### src/rtl/dac_chain_pkg.sv
`timescale 1ns/1ps
package dac_chain_pkg;
   typedef enum logic [1:0] {
      ST_IDLE  = 2'd0,
      ST_SETUP = 2'd1,
      ST_SHIFT = 2'd2,
      ST_HOLD  = 2'd3
   } seq_state_e;
endpackage

### src/rtl/dac_chain_tick.sv
`timescale 1ns/1ps
module dac_chain_tick #(
   parameter int HALF_DIV = 2
) (
   input  logic clk,
   input  logic rst_n,
   input  logic clr,
   output logic tick
);
   localparam int CW = (HALF_DIV > 1) ? $clog2(HALF_DIV) : 1;
   localparam logic [CW-1:0] LAST = CW'(HALF_DIV - 1);

   logic [CW-1:0] cnt_q;

   assign tick = (cnt_q == LAST);

   always_ff @(posedge clk or negedge rst_n) begin
      if (!rst_n)          cnt_q <= '0;
      else if (clr || tick) cnt_q <= '0;
      else                 cnt_q <= cnt_q + 1'b1;
   end

   // the divider never passes its terminal count
   a_r7_cnt_range: assert property (@(posedge clk) disable iff (!rst_n)
      cnt_q <= LAST);
endmodule

### src/rtl/dac_chain_shreg.sv
`timescale 1ns/1ps
module dac_chain_shreg #(
   parameter int N_DEV   = 3,
   parameter int CODE_W  = 14,
   parameter int FRAME_W = 16
) (
   input  logic                      clk,
   input  logic                      rst_n,
   input  logic                      load,
   input  logic [N_DEV*CODE_W-1:0]   codes_i,
   input  logic                      shift,
   output logic                      sdata
);
   localparam int TOT_W = N_DEV * FRAME_W;
   localparam int PAD_W = FRAME_W - CODE_W;

   logic [TOT_W-1:0] frames;
   logic [TOT_W-1:0] word_q;

   // Device k occupies frame slot k; slot N_DEV-1 sits at the MSB end and leaves first
   for (genvar k = 0; k < N_DEV; k++) begin : g_frame
      if (PAD_W > 0) begin : g_pad
         assign frames[k*FRAME_W +: FRAME_W] = {codes_i[k*CODE_W +: CODE_W], {PAD_W{1'b0}}};
      end else begin : g_nopad
         assign frames[k*FRAME_W +: FRAME_W] = codes_i[k*CODE_W +: CODE_W];
      end
   end

   always_ff @(posedge clk or negedge rst_n) begin
      if (!rst_n)     word_q <= '0;
      else if (load)  word_q <= frames;
      else if (shift) word_q <= {word_q[TOT_W-2:0], 1'b0};
   end

   assign sdata = word_q[TOT_W-1];

   // the captured word moves only on load or shift
   a_r9_word_hold: assert property (@(posedge clk) disable iff (!rst_n)
      (!load && !shift) |=> $stable(word_q));
endmodule

### src/rtl/dac_chain_seq.sv
`timescale 1ns/1ps
module dac_chain_seq
   import dac_chain_pkg::*;
#(
   parameter int N_DEV   = 3,
   parameter int FRAME_W = 16
) (
   input  logic clk,
   input  logic rst_n,
   input  logic start,
   input  logic tick,
   output logic accept,
   output logic shift,
   output logic sclk,
   output logic sel_n,
   output logic busy,
   output logic done
);
   localparam int TOT_BITS = N_DEV * FRAME_W;
   localparam int BW = $clog2(TOT_BITS);
   localparam logic [BW-1:0] LAST_BIT = BW'(TOT_BITS - 1);

   seq_state_e    state_q;
   logic [BW-1:0] bit_q;
   logic          ph_q;
   logic          sclk_q, sel_q, done_q;

   assign accept = start && (state_q == ST_IDLE);
   assign shift  = (state_q == ST_SHIFT) && tick && sclk_q;
   assign busy   = (state_q != ST_IDLE);
   assign sclk   = sclk_q;
   assign sel_n  = sel_q;
   assign done   = done_q;

   always_ff @(posedge clk or negedge rst_n) begin
      if (!rst_n) begin
         state_q <= ST_IDLE;
         bit_q   <= '0;
         ph_q    <= 1'b0;
         sclk_q  <= 1'b0;
         sel_q   <= 1'b1;
         done_q  <= 1'b0;
      end else begin
         done_q <= 1'b0;
         case (state_q)
            ST_IDLE: begin
               if (accept) begin
                  state_q <= ST_SETUP;
                  sel_q   <= 1'b0;
                  bit_q   <= '0;
                  ph_q    <= 1'b0;
               end
            end
            ST_SETUP: begin
               if (tick) state_q <= ST_SHIFT;
            end
            ST_SHIFT: begin
               if (tick) begin
                  if (!sclk_q) begin
                     sclk_q <= 1'b1;
                  end else begin
                     sclk_q <= 1'b0;
                     if (bit_q == LAST_BIT) begin
                        state_q <= ST_HOLD;
                        bit_q   <= '0;
                     end else begin
                        bit_q <= bit_q + 1'b1;
                     end
                  end
               end
            end
            ST_HOLD: begin
               if (tick) begin
                  if (ph_q) begin
                     state_q <= ST_IDLE;
                     sel_q   <= 1'b1;
                     done_q  <= 1'b1;
                     ph_q    <= 1'b0;
                  end else begin
                     ph_q <= 1'b1;
                  end
               end
            end
            default: state_q <= ST_IDLE;
         endcase
      end
   end

   // an accepted start makes the block busy in the next cycle
   a_r10_busy_after_accept: assert property (@(posedge clk) disable iff (!rst_n)
      accept |=> busy);
   // a start while busy does not restart the sequence
   a_r9_no_restart: assert property (@(posedge clk) disable iff (!rst_n)
      (busy && start && !sel_q) |=> (busy || done_q));
endmodule

### src/rtl/dac_chain_host.sv
`timescale 1ns/1ps
module dac_chain_host #(
   parameter int N_DEV    = 3,
   parameter int CODE_W   = 14,
   parameter int FRAME_W  = 16,
   parameter int HALF_DIV = 2
) (
   input  logic                    clk,
   input  logic                    rst_n,
   input  logic                    start,
   input  logic [N_DEV*CODE_W-1:0] codes_i,
   output logic                    busy,
   output logic                    done,
   output logic                    sclk,
   output logic                    sel_n,
   output logic                    sdata
);
   if (N_DEV < 1) begin : g_bad_n
      $error("N_DEV must be at least 1");
   end
   if (CODE_W < 1 || CODE_W > FRAME_W) begin : g_bad_w
      $error("CODE_W must lie in 1..FRAME_W");
   end
   if (HALF_DIV < 1) begin : g_bad_div
      $error("HALF_DIV must be at least 1");
   end

   logic tick, accept, shift;

   dac_chain_tick #(.HALF_DIV(HALF_DIV)) u_tick (
      .clk(clk), .rst_n(rst_n), .clr(accept), .tick(tick)
   );

   dac_chain_seq #(.N_DEV(N_DEV), .FRAME_W(FRAME_W)) u_seq (
      .clk(clk), .rst_n(rst_n), .start(start), .tick(tick),
      .accept(accept), .shift(shift), .sclk(sclk), .sel_n(sel_n),
      .busy(busy), .done(done)
   );

   dac_chain_shreg #(.N_DEV(N_DEV), .CODE_W(CODE_W), .FRAME_W(FRAME_W)) u_shreg (
      .clk(clk), .rst_n(rst_n), .load(accept), .codes_i(codes_i),
      .shift(shift), .sdata(sdata)
   );

   // clock is parked low while deselected and at both select edges
   a_r2_idle_clk_low: assert property (@(posedge clk) disable iff (!rst_n)
      sel_n |-> !sclk);
   a_r2_sel_fall_clk_low: assert property (@(posedge clk) disable iff (!rst_n)
      $fell(sel_n) |-> !sclk);
   // data holds while the clock is high
   a_r5_data_stable: assert property (@(posedge clk) disable iff (!rst_n)
      (sclk && $past(sclk)) |-> $stable(sdata));
   // done is a single-cycle pulse coinciding with the load edge
   a_r8_done_single: assert property (@(posedge clk) disable iff (!rst_n)
      done |=> !done);
   a_r8_done_at_load: assert property (@(posedge clk) disable iff (!rst_n)
      done |-> ($rose(sel_n) && !busy));
endmodule

### config.mk
export PLATFORM = sky130hd
export DESIGN_NAME = dac_chain_host
export DESIGN_NICKNAME = d
export VERILOG_FILES = /design/src/rtl/dac_chain_pkg.sv /design/src/rtl/dac_chain_tick.sv /design/src/rtl/dac_chain_shreg.sv /design/src/rtl/dac_chain_seq.sv /design/src/rtl/dac_chain_host.sv
export SDC_FILE = /design/constraint.sdc
export NUM_CORES = 1
export LEC_CHECK = 0
export ABC_AREA = 0
export CAP_MARGIN = 15
export CORE_MARGIN = 5
export CORE_UTILIZATION = 52
export CTS_CLUSTER_SIZE = 20
export DETAILED_ROUTE_END_ITERATION = 10
export HOLD_SLACK_MARGIN = 0.03
export PLACE_DENSITY = 0.89
export SYNTH_ARGS = -nofsm -noshare
export SYNTH_HDL_FRONTEND = slang
export SYNTH_SLANG_ARGS = --single-unit
### constraint.sdc
create_clock -name clk -period 2.6 [get_ports clk]
set_clock_uncertainty 0.15 [all_clocks]
set_input_delay 0.26 -clock clk [delete_from_list [all_inputs] [get_ports clk]]
set_output_delay 0.26 -clock clk [all_outputs]
set_load 0.005 [all_outputs]
# Word-level counts from Yosys, hierarchy flattened
# Cells that the tools add are included.
dict set report totals {
  output_inout_bits 5
  regBits 61
}
dict set report classes {
  n_eq_ne 11
  addsub 2
  mux 27
  n_reduce_logical 14
}
# op count
set ops {}
lappend ops {{48-bit two-way mux} 2}
lappend ops {{6-bit two-way mux} 4}
lappend ops {{2-bit two-way mux} 7}
lappend ops {{6-bit one-hot mux with 2 select lines} 1}
lappend ops {{1-bit two-way mux} 10}
lappend ops {{2-bit inequality test (second input constant)} 5}
lappend ops {{2-bit one-hot mux with 4 select lines} 1}
lappend ops {{4-bit AND reduction} 2}
lappend ops {{2-bit nonzero test} 4}
lappend ops {{7-bit AND reduction} 1}
lappend ops {{6-bit by 1-bit adder with 6-bit output (second input constant)} 1}
lappend ops {{6-bit equality test (second input constant)} 1}
lappend ops {{2-bit equality test (second input constant)} 2}
lappend ops {{2-bit by 1-bit inequality test with 1-bit output (second input constant)} 2}
lappend ops {{1-bit one-hot mux with 2 select lines} 2}
lappend ops {{1-bit logical AND} 3}
lappend ops {{3-bit AND reduction} 1}
lappend ops {{2-bit by 1-bit equality test with 1-bit output (second input constant)} 1}
lappend ops {{2-bit zero test} 1}
lappend ops {{2-bit AND reduction} 1}
lappend ops {{1-bit adder (second input constant)} 1}
lappend ops {{1-bit logical OR} 1}

# Longest topological paths before layout
# Gate-level depths: netlist of the first run.
dict set report depth {
  depth_word 5
  ltp_mapped 8
  depth_no_buf 6
}

# By module
# A second synthesis of the first run with hierarchy kept.
dict set report unflattened {
  cells_unflattened 266
  hier_area_um2 2881.5
}
# module area_per_inst_um2 seq_area_each_um2 instances cells_per_inst
set by_module_without_submodules {}
lappend by_module_without_submodules {dac_chain_shreg 2134.5 1151.1 1 195}
lappend by_module_without_submodules {dac_chain_seq 718.2 301.5 1 69}
lappend by_module_without_submodules {dac_chain_tick 28.8 25.0 1 2}

# Worst setup path after synthesis of the first run
# OpenSTA, ideal clock, no wires.
dict set report synth_timing {
  kind {reg2reg}
  from {register u_seq.state_q[0]}
  to {register u_seq.bit_q[5]}
  path_stages_with_launch 7
  slack_ns 0.474
  arrival_ns 1.890
  path_buffers 0
  t_required_ns 2.364
  cell_sequence {dfrtp_1 inv_1 ha_1 a21boi_1 or3_4 or4_4 o221ai_2}
}
dict set report synth_via {
  elab_chain_len 4
  word_cells_on_any_way 9
  cone_classes {eq/ne: 4; mux: 1; reduce/logical: 4}
}
# item line_no
set synth_rtl {}
lappend synth_rtl {{start, declared} dac_chain_seq.sv:23} ;# seq_state_e state_q;
lappend synth_rtl {{start signal, assigned} dac_chain_seq.sv:37} ;# state_q <= ST_IDLE;
lappend synth_rtl {{start signal, assigned} dac_chain_seq.sv:48} ;# state_q <= ST_SETUP;
lappend synth_rtl {{start signal, assigned} dac_chain_seq.sv:55} ;# if (tick) state_q <= ST_SHIFT;
lappend synth_rtl {{2-bit zero test} {dac_chain_seq.sv:28, dac_chain_seq.sv:45}}
lappend synth_rtl {{1-bit logical AND} dac_chain_seq.sv:28} ;# assign accept = start && (state_q == ST_IDLE);
lappend synth_rtl {{2-bit inequality test (no source line)} --}
lappend synth_rtl {{4-bit AND reduction (no source line)} --}
lappend synth_rtl {{end signal, assigned} dac_chain_seq.sv:67} ;# bit_q <= bit_q + 1'b1;
lappend synth_rtl {{end, declared} dac_chain_seq.sv:24} ;# logic [BW-1:0] bit_q;
# Several ways; a longest one is shown, not always the timed one.
# A chain may end at the register's enable or synchronous reset.

# Worst setup path after layout of the first run
# Same ends and word-level chain as after synthesis.

==> results of run 1 <==
## registers in the layout (all words and copies together), names as in the netlist
register	count
u_seq.sel_n	1
u_shreg.word_q	46
u_seq.sclk	1
u_tick.tick	1
u_seq.done	1
u_seq.bit_q	6
u_seq.state_q	2
u_seq.ph_q	1
## metal layers
metal	wire length (µm)	track usage (%)	share of wire, %	up-vias
met5	0	0	0	-
met4	157	9.36	2.9	0
met3	251	4.16	4.7	15
met2	2640	28.2	50	49
met1	2280	18.8	43	1018
li1	-	-	-	1034
## cells by family (layout without fill, tap and decap cells)
family | Yosys count | in the layout | synth area share, %
muxes | 48 | 48 | 17.3
buffers and inverters | 22 | 75 | 3.33
and+or+nand+nor | 77 | 77 | 12.0
xor gates and xnor gates | 1 | 1 | 0.315
adders and majority gates | 5 | 5 | 2.25
AOI/OAI and AO/OA | 59 | 59 | 11.8
DFF | 59 | 59 | 53.1
## through the flow
stage	total power, mW	hold WS [ns]
floorplan	0.936	-0.186
global placement	1.02	0.289
detailed placement	1.02	0.298
CTS	1.84	0.313
global route	1.88	0.331
finish	1.82	0.325
## synth_stat cells
cell | instances | area (µm²)
o21ai_1 | 2 | 10.0
o21a_1 | 1 | 7.51
and3_1 | 1 | 6.26
o21ai_0 | 46 | 230
nor3_1 | 1 | 5.00
a2bb2oi_1 | 1 | 8.76
mux2i_1 | 47 | 470
a21boi_1 | 1 | 7.51
inv_1 | 5 | 18.8
buf_4 | 1 | 7.51
dfrtp_1 | 58 | 1450
nor2b_1 | 2 | 12.5
nand3_1 | 6 | 30.0
mux2_2 | 1 | 11.3
a221o_1 | 1 | 10.0
nand2_1 | 53 | 199
ha_1 | 5 | 62.6
or2_2 | 1 | 6.26
xnor2_1 | 1 | 8.76
a21o_1 | 1 | 7.51
o31ai_1 | 1 | 7.51
and2_1 | 1 | 6.26
or3_4 | 1 | 11.3
nor2_1 | 7 | 26.3
a211o_1 | 1 | 8.76
nand2b_1 | 2 | 12.5
a21oi_1 | 3 | 15.0
o221ai_2 | 1 | 15.0
nor4_1 | 1 | 6.26
dfstp_2 | 1 | 26.3
clkbuf_1 | 11 | 41.3
buf_2 | 5 | 25.0
or4_4 | 1 | 11.3
## what timing repair did
item | CTS | global route
hold buffers | 1 | 0
endpoints found under the hold margin | 58 | 0
setup endpoints to repair | 0 | 0
## worst min-delay path: cells and delay by family
kind,cells,cell delay (ns)
AO/OA/AOI/OAI,1,0.06
AND/OR/NAND/NOR,1,0.05
buffers and inverters,1,0.39
## path summary, 6_finish.rpt
| path | slack (ns) | cells after the start | startpoint | end |
|---|---|---|---|---|
| max | 0.23 | 6 | u_seq.state_q[0] | u_seq.bit_q[5] |
| min | 0.32 | 3 | codes_i[35] | u_shreg.word_q[41] |
| max reg2reg | 0.23 | 6 | u_seq.state_q[0] | u_seq.bit_q[5] |
| min reg2reg | 0.37 | 1 | u_seq.bit_q[2] | u_seq.bit_q[2] |
| max in group asynchronous | 1.39 | 3 | rst_n | u_shreg.word_q[18] |
| min in group asynchronous | 0.44 | 3 | rst_n | u_tick.tick |
## layout make-up
type                            count  share of cell area, %
Sequential cell                    59                   41.5
Multi-Input combinational cell    190                   34.3
Timing Repair Buffer               54                   15.8
Clock buffer                       11                   3.97
Tap cell                           70                   2.46
Clock inverter                      5                   1.48
Inverter                            5                  0.527
## power breakdown
group	internal (mW)	leakage (nW)	switching (mW)	total [mW]
registers	0.918	0.623	0	0.918
clock network	0.463	0.0991	0.352	0.815
logic	0.0593	0.891	0.0270	0.0863
==> run metrics, run 1 <==
Tmin final=roughly 2.4 ns; syn nets=321; Sequential cell area=1480 µm²; Max-Cap Viols=0; Syn Inst Count=271; first-pass GRT wire length=9360 µm; WP buf/inv=1; Via density=5.37; Ports=50; wire per inst=13.5 µm; TritonCTS Buffers=9; Final Cycle Share=91.1%; Chip Width=83.2 µm; Synth Cell Area=between 2000 and 3000 µm²; warnings from Yosys=0; Longest Clk Path Bufs=2; Worst EP arrival=2.47 ns; CTS sink count=59; DP HPWL=3610 µm; largest net degree at the start of global routing=90; Post CTS Setup Buffer Count=0; synth-to-layout area growth=27.9%; DRC viols=0; total track usage=16.5%; vias after detailed routing=2116; Worst path top cell family by delay=simple AND/OR/NAND/NOR gates; most common cell after layout, fill and taps aside=dfrtp_1; WS Path Type=reg2reg; CP cell instances=inv_1 -> ha_1 -> a21boi_1 -> or3_4 -> or4_4 -> o221ai_2; initial antenna violation count=0; clk slew on worst S/H paths=0.07 ns; CTS resizes=0; unrepaired setup endpoints after global routing=no; post-synthesis sequential area ratio=a little over half; CP startpoint kind=flip-flop; slowest stage cell, crit path=or4_4; number of fill cells in the layout=417; Clk Latency, worst-skew pair=~0.33 ns; gpl congestion=0.764; ANT cells=0; Crit path largest cell delay=approximately 0.55 ns; fin area=~3600 µm²; post-synth cell types=33; final setup fails=0; fmax=422 MHz; worst hold path type=in2reg; worst relative slew slack=52.9%; Pre-antenna DRT Iters=4; measured slew at the worst slew-check pin=0.706 ns; post-layout util=69.3%; Leak=1.61 nW; Initial Util=54.2%; Die Area=6920 µm²; port bufs=49; Nets=about 370; Worst EP required=2.70 ns; final hold viol count=0; CTS tree=yes; H-tree lvl count=3; register bit total from synthesis=59; status=finished clean; setup TNS=0 ns; footprint of the multi-input gates=roughly 1200 µm²; WL final=5330 µm; Initial DRC Count=77; Core Footprint=5140 µm²; Max VDD drop=roughly 320 µV; commonest non-fill, non-tap cells in the layout=58 x dfrtp_1, 53 x nand2_1, 48 x clkdlybuf4s50_1; row cnt=26; Post-Layout Cell Count=394; GRT overflow=0; dpl ws=0.242 ns; layout cells sized above 1=a little under 9%; synthesized area per cell=10.3 µm²; Final Max Slew Viols=0; Routed Antenna Nets=0; critical path fanouts, max=12; Chip Height=83.2 µm; slack of the critical path=approximately 0.23 ns; vias in the first global route=2144; Cell Area, Placed=3360 µm²; Pwr per Cell Area=511 nW/µm²; CTS Root Cell=clkbuf_8; Post-Place Cells=377; CP Capture Type=flip-flop
(Power assumes the default switching activity.)
==> run 2, diff against run 1 <==
--- a/config.mk
+++ b/config.mk
@@ -8,3 +8,4 @@
 export ABC_AREA = 0
-export CAP_MARGIN = 15
+export CAP_MARGIN = 10
+export CORE_ASPECT_RATIO = 1.75
 export CORE_MARGIN = 5
--- a/constraint.sdc
+++ b/constraint.sdc
@@ -4,2 +4,2 @@
 set_output_delay 0.26 -clock clk [all_outputs]
-set_load 0.005 [all_outputs]
+set_load 0.02 [all_outputs]
==> run 2 against run 1 <==
Total power increased by 2.0%. Via count is 1.9% lower. Wire length rose by 1.6%. Clock power rose by 4.3%. Sequential power about the same. Global-route usage up 0.57 points. Design area shrank 0.67%. Count of clock-buffer cells in the layout up 4. Fmax is essentially flat. Final cell count shrank 3.6%. Flip-flop and latch count did not move. Sequential share of layout area is 0.28 points higher. Critical endpoint unchanged.
==> run metrics, run 2 (synthesis results as in run 1) <==
Initial Util=53.0% (was 54.2%); Core Footprint=5260 µm² (was 5140 µm²); switching power share of the total=19.1% (was 20.8%); largest net degree at the start of global routing=54 (was 90); critical path fanouts, max=12 (unchanged); fmax=422 MHz (about the same); Chip Width=65.3 µm (was 83.2 µm); Largest regs=u_shreg.word_q: 46 flops, u_seq.bit_q: 6 flops, u_seq.state_q: 2 flops (unchanged); Worst EP required=2.70 ns (about the same); Nets=370 (was 369); Chip Height=107 µm (was 83.2 µm); combinational share of power=4.7% (about the same); Reg with most FFs=u_shreg.word_q (unchanged); status=finished clean (unchanged); Clk Latency, worst-skew pair=0.33 ns (about the same); Via density=5.46 (was 5.37); Cell Area, Placed=3320 µm² (was 3360 µm²); H-tree lvl count=3 (unchanged); CTS sink count=59 (unchanged); Tmin final=2.37 ns (about the same); Clock Power Share=45.8% (was 44.8%); CP startpoint kind=flip-flop (unchanged); measured slew at the worst slew-check pin=0.539 ns (was 0.706 ns); vias after detailed routing=2075 (was 2116); Ports=50 (unchanged); clk slew on worst S/H paths=0.06 ns (was 0.07 ns); Pre-antenna DRT Iters=4 (unchanged); ANT cells=0 (unchanged); setup TNS=0 ns (unchanged); most common cell after layout, fill and taps aside=dfrtp_1 (unchanged); final hold viol count=0 (unchanged); GRT overflow=0 (unchanged); CP Capture Type=flip-flop (unchanged); Max-Cap Viols=0 (unchanged); port bufs=49 (unchanged); Pwr Total=1.86 mW (was 1.82 mW); sequential share of power=49.5% (was 50.5%); Routed Antenna Nets=0 (unchanged); Pwr per Cell Area=525 nW/µm² (was 511 nW/µm²); Die Area=6970 µm² (was 6920 µm²); worst hold path type=in2async (was in2reg); row cnt=35 (was 26); DP HPWL=3830 µm (was 3610 µm); first-pass GRT wire length=9260 µm (was 9360 µm); NetSw=0.355 mW (was 0.379 mW); final setup fails=0 (unchanged); worst relative slew slack=63.8% (was 52.9%); fin area=3540 µm² (was 3560 µm²); TritonCTS Buffers=9 (unchanged); Initial DRC Count=68 (was 77); wire per inst=14.2 µm (was 13.5 µm); DRC viols=0 (unchanged); commonest non-fill, non-tap cells in the layout=58 x dfrtp_1, 53 x nand2_1, 48 x clkdlybuf4s50_1 (unchanged); vias in the first global route=2211 (was 2144); synth-to-layout area growth=27.1% (was 27.9%); gpl congestion=0.699 (was 0.764); WS Path Type=reg2reg (unchanged); Final Max Slew Viols=0 (unchanged); Post CTS Setup Buffer Count=0 (unchanged); total track usage=17.1% (was 16.5%); CTS tree=yes (unchanged); layout cells sized above 1=8.31% (was 8.64%); cell internal pwr=1.50 mW (was 1.44 mW); cts hold-fix bufs=1 (unchanged); Worst EP arrival=2.47 ns (about the same); Leak=1.61 nW (about the same); Max VDD drop=399 µV (was 325 µV); unrepaired setup endpoints after global routing=no (unchanged); Final Cycle Share=91.1% (about the same); Longest Clk Path Bufs=2 (unchanged); initial antenna violation count=0 (unchanged); WL final=5410 µm (was 5330 µm); max reg flops=46 (unchanged); post-layout util=67.3% (was 69.3%); CTS resizes=0 (unchanged); CTS Root Cell=clkbuf_8 (unchanged)
-- run 2: critical path, cell delays in order, from the launching register on --
cell and delay, ns:
dfrtp_1 0.39, inv_1 0.09, ha_1 0.29, a21boi_1 0.17, or3_4 0.47, or4_4 0.56, o221ai_2 0.16
-- run 2: final cells by class --
cell class,count,area [µm²]
fill,408,1720
clock buffer,15,176
clock inverter,1,30.0
sequential,59,1480
inverter,5,18.8
tap,55,68.8
timing repair buffer,55,546
multi-input combinational,190,1220
-- run 2: final timing paths --
kind,cells after the start,end,slack [ns],from
worst max-delay path,6,u_seq.bit_q[5],0.23,u_seq.state_q[0]
worst min-delay path,2,u_shreg.word_q[24],0.08,rst_n
worst max register to register,6,u_seq.bit_q[5],0.23,u_seq.state_q[0]
worst min register to register,1,u_seq.sel_n,0.36,u_seq.sel_n
max in group asynchronous,3,u_seq.sel_n,1.59,rst_n
min in group clk,3,u_shreg.word_q[23],0.33,codes_i[19]
-- run 2: power groups by stage --
| stage | Clock [mW] | Combinational (mW) | Sequential, mW |
|---|---|---|---|
| finish | 0.850 | 0.0878 | 0.918 |
| global route | 0.920 | 0.0948 | 0.917 |
| CTS | 0.871 | 0.0900 | 0.918 |
| detailed placement | 0 | 0.0881 | 0.935 |
| global placement | 0 | 0.0867 | 0.935 |
| floorplan | 0 | 0.00103 | 0.935 |
-- run 2: through the flow --
step | cells | hold WS [ns] | setup slack, ns
2_1_floorplan | 271 | -0.186 | 0.468
3_3_place_gp | 363 | -0.0961 | 0.350
3_5_place_dp | 363 | -0.0964 | 0.258
4_1_cts | 380 | 0.0735 | 0.242
5_1_grt | 380 | 0.0782 | 0.120
6_report | 380 | 0.0848 | 0.232
-- run 2: per-layer routing --
layer,GRT usage (%),up-vias,share of wire [%]
li1,-,1033,-
met1,17.5,994,40
met2,31.0,38,55
met3,4.93,10,4.0
met4,8.16,0,1.9
met5,0,-,0
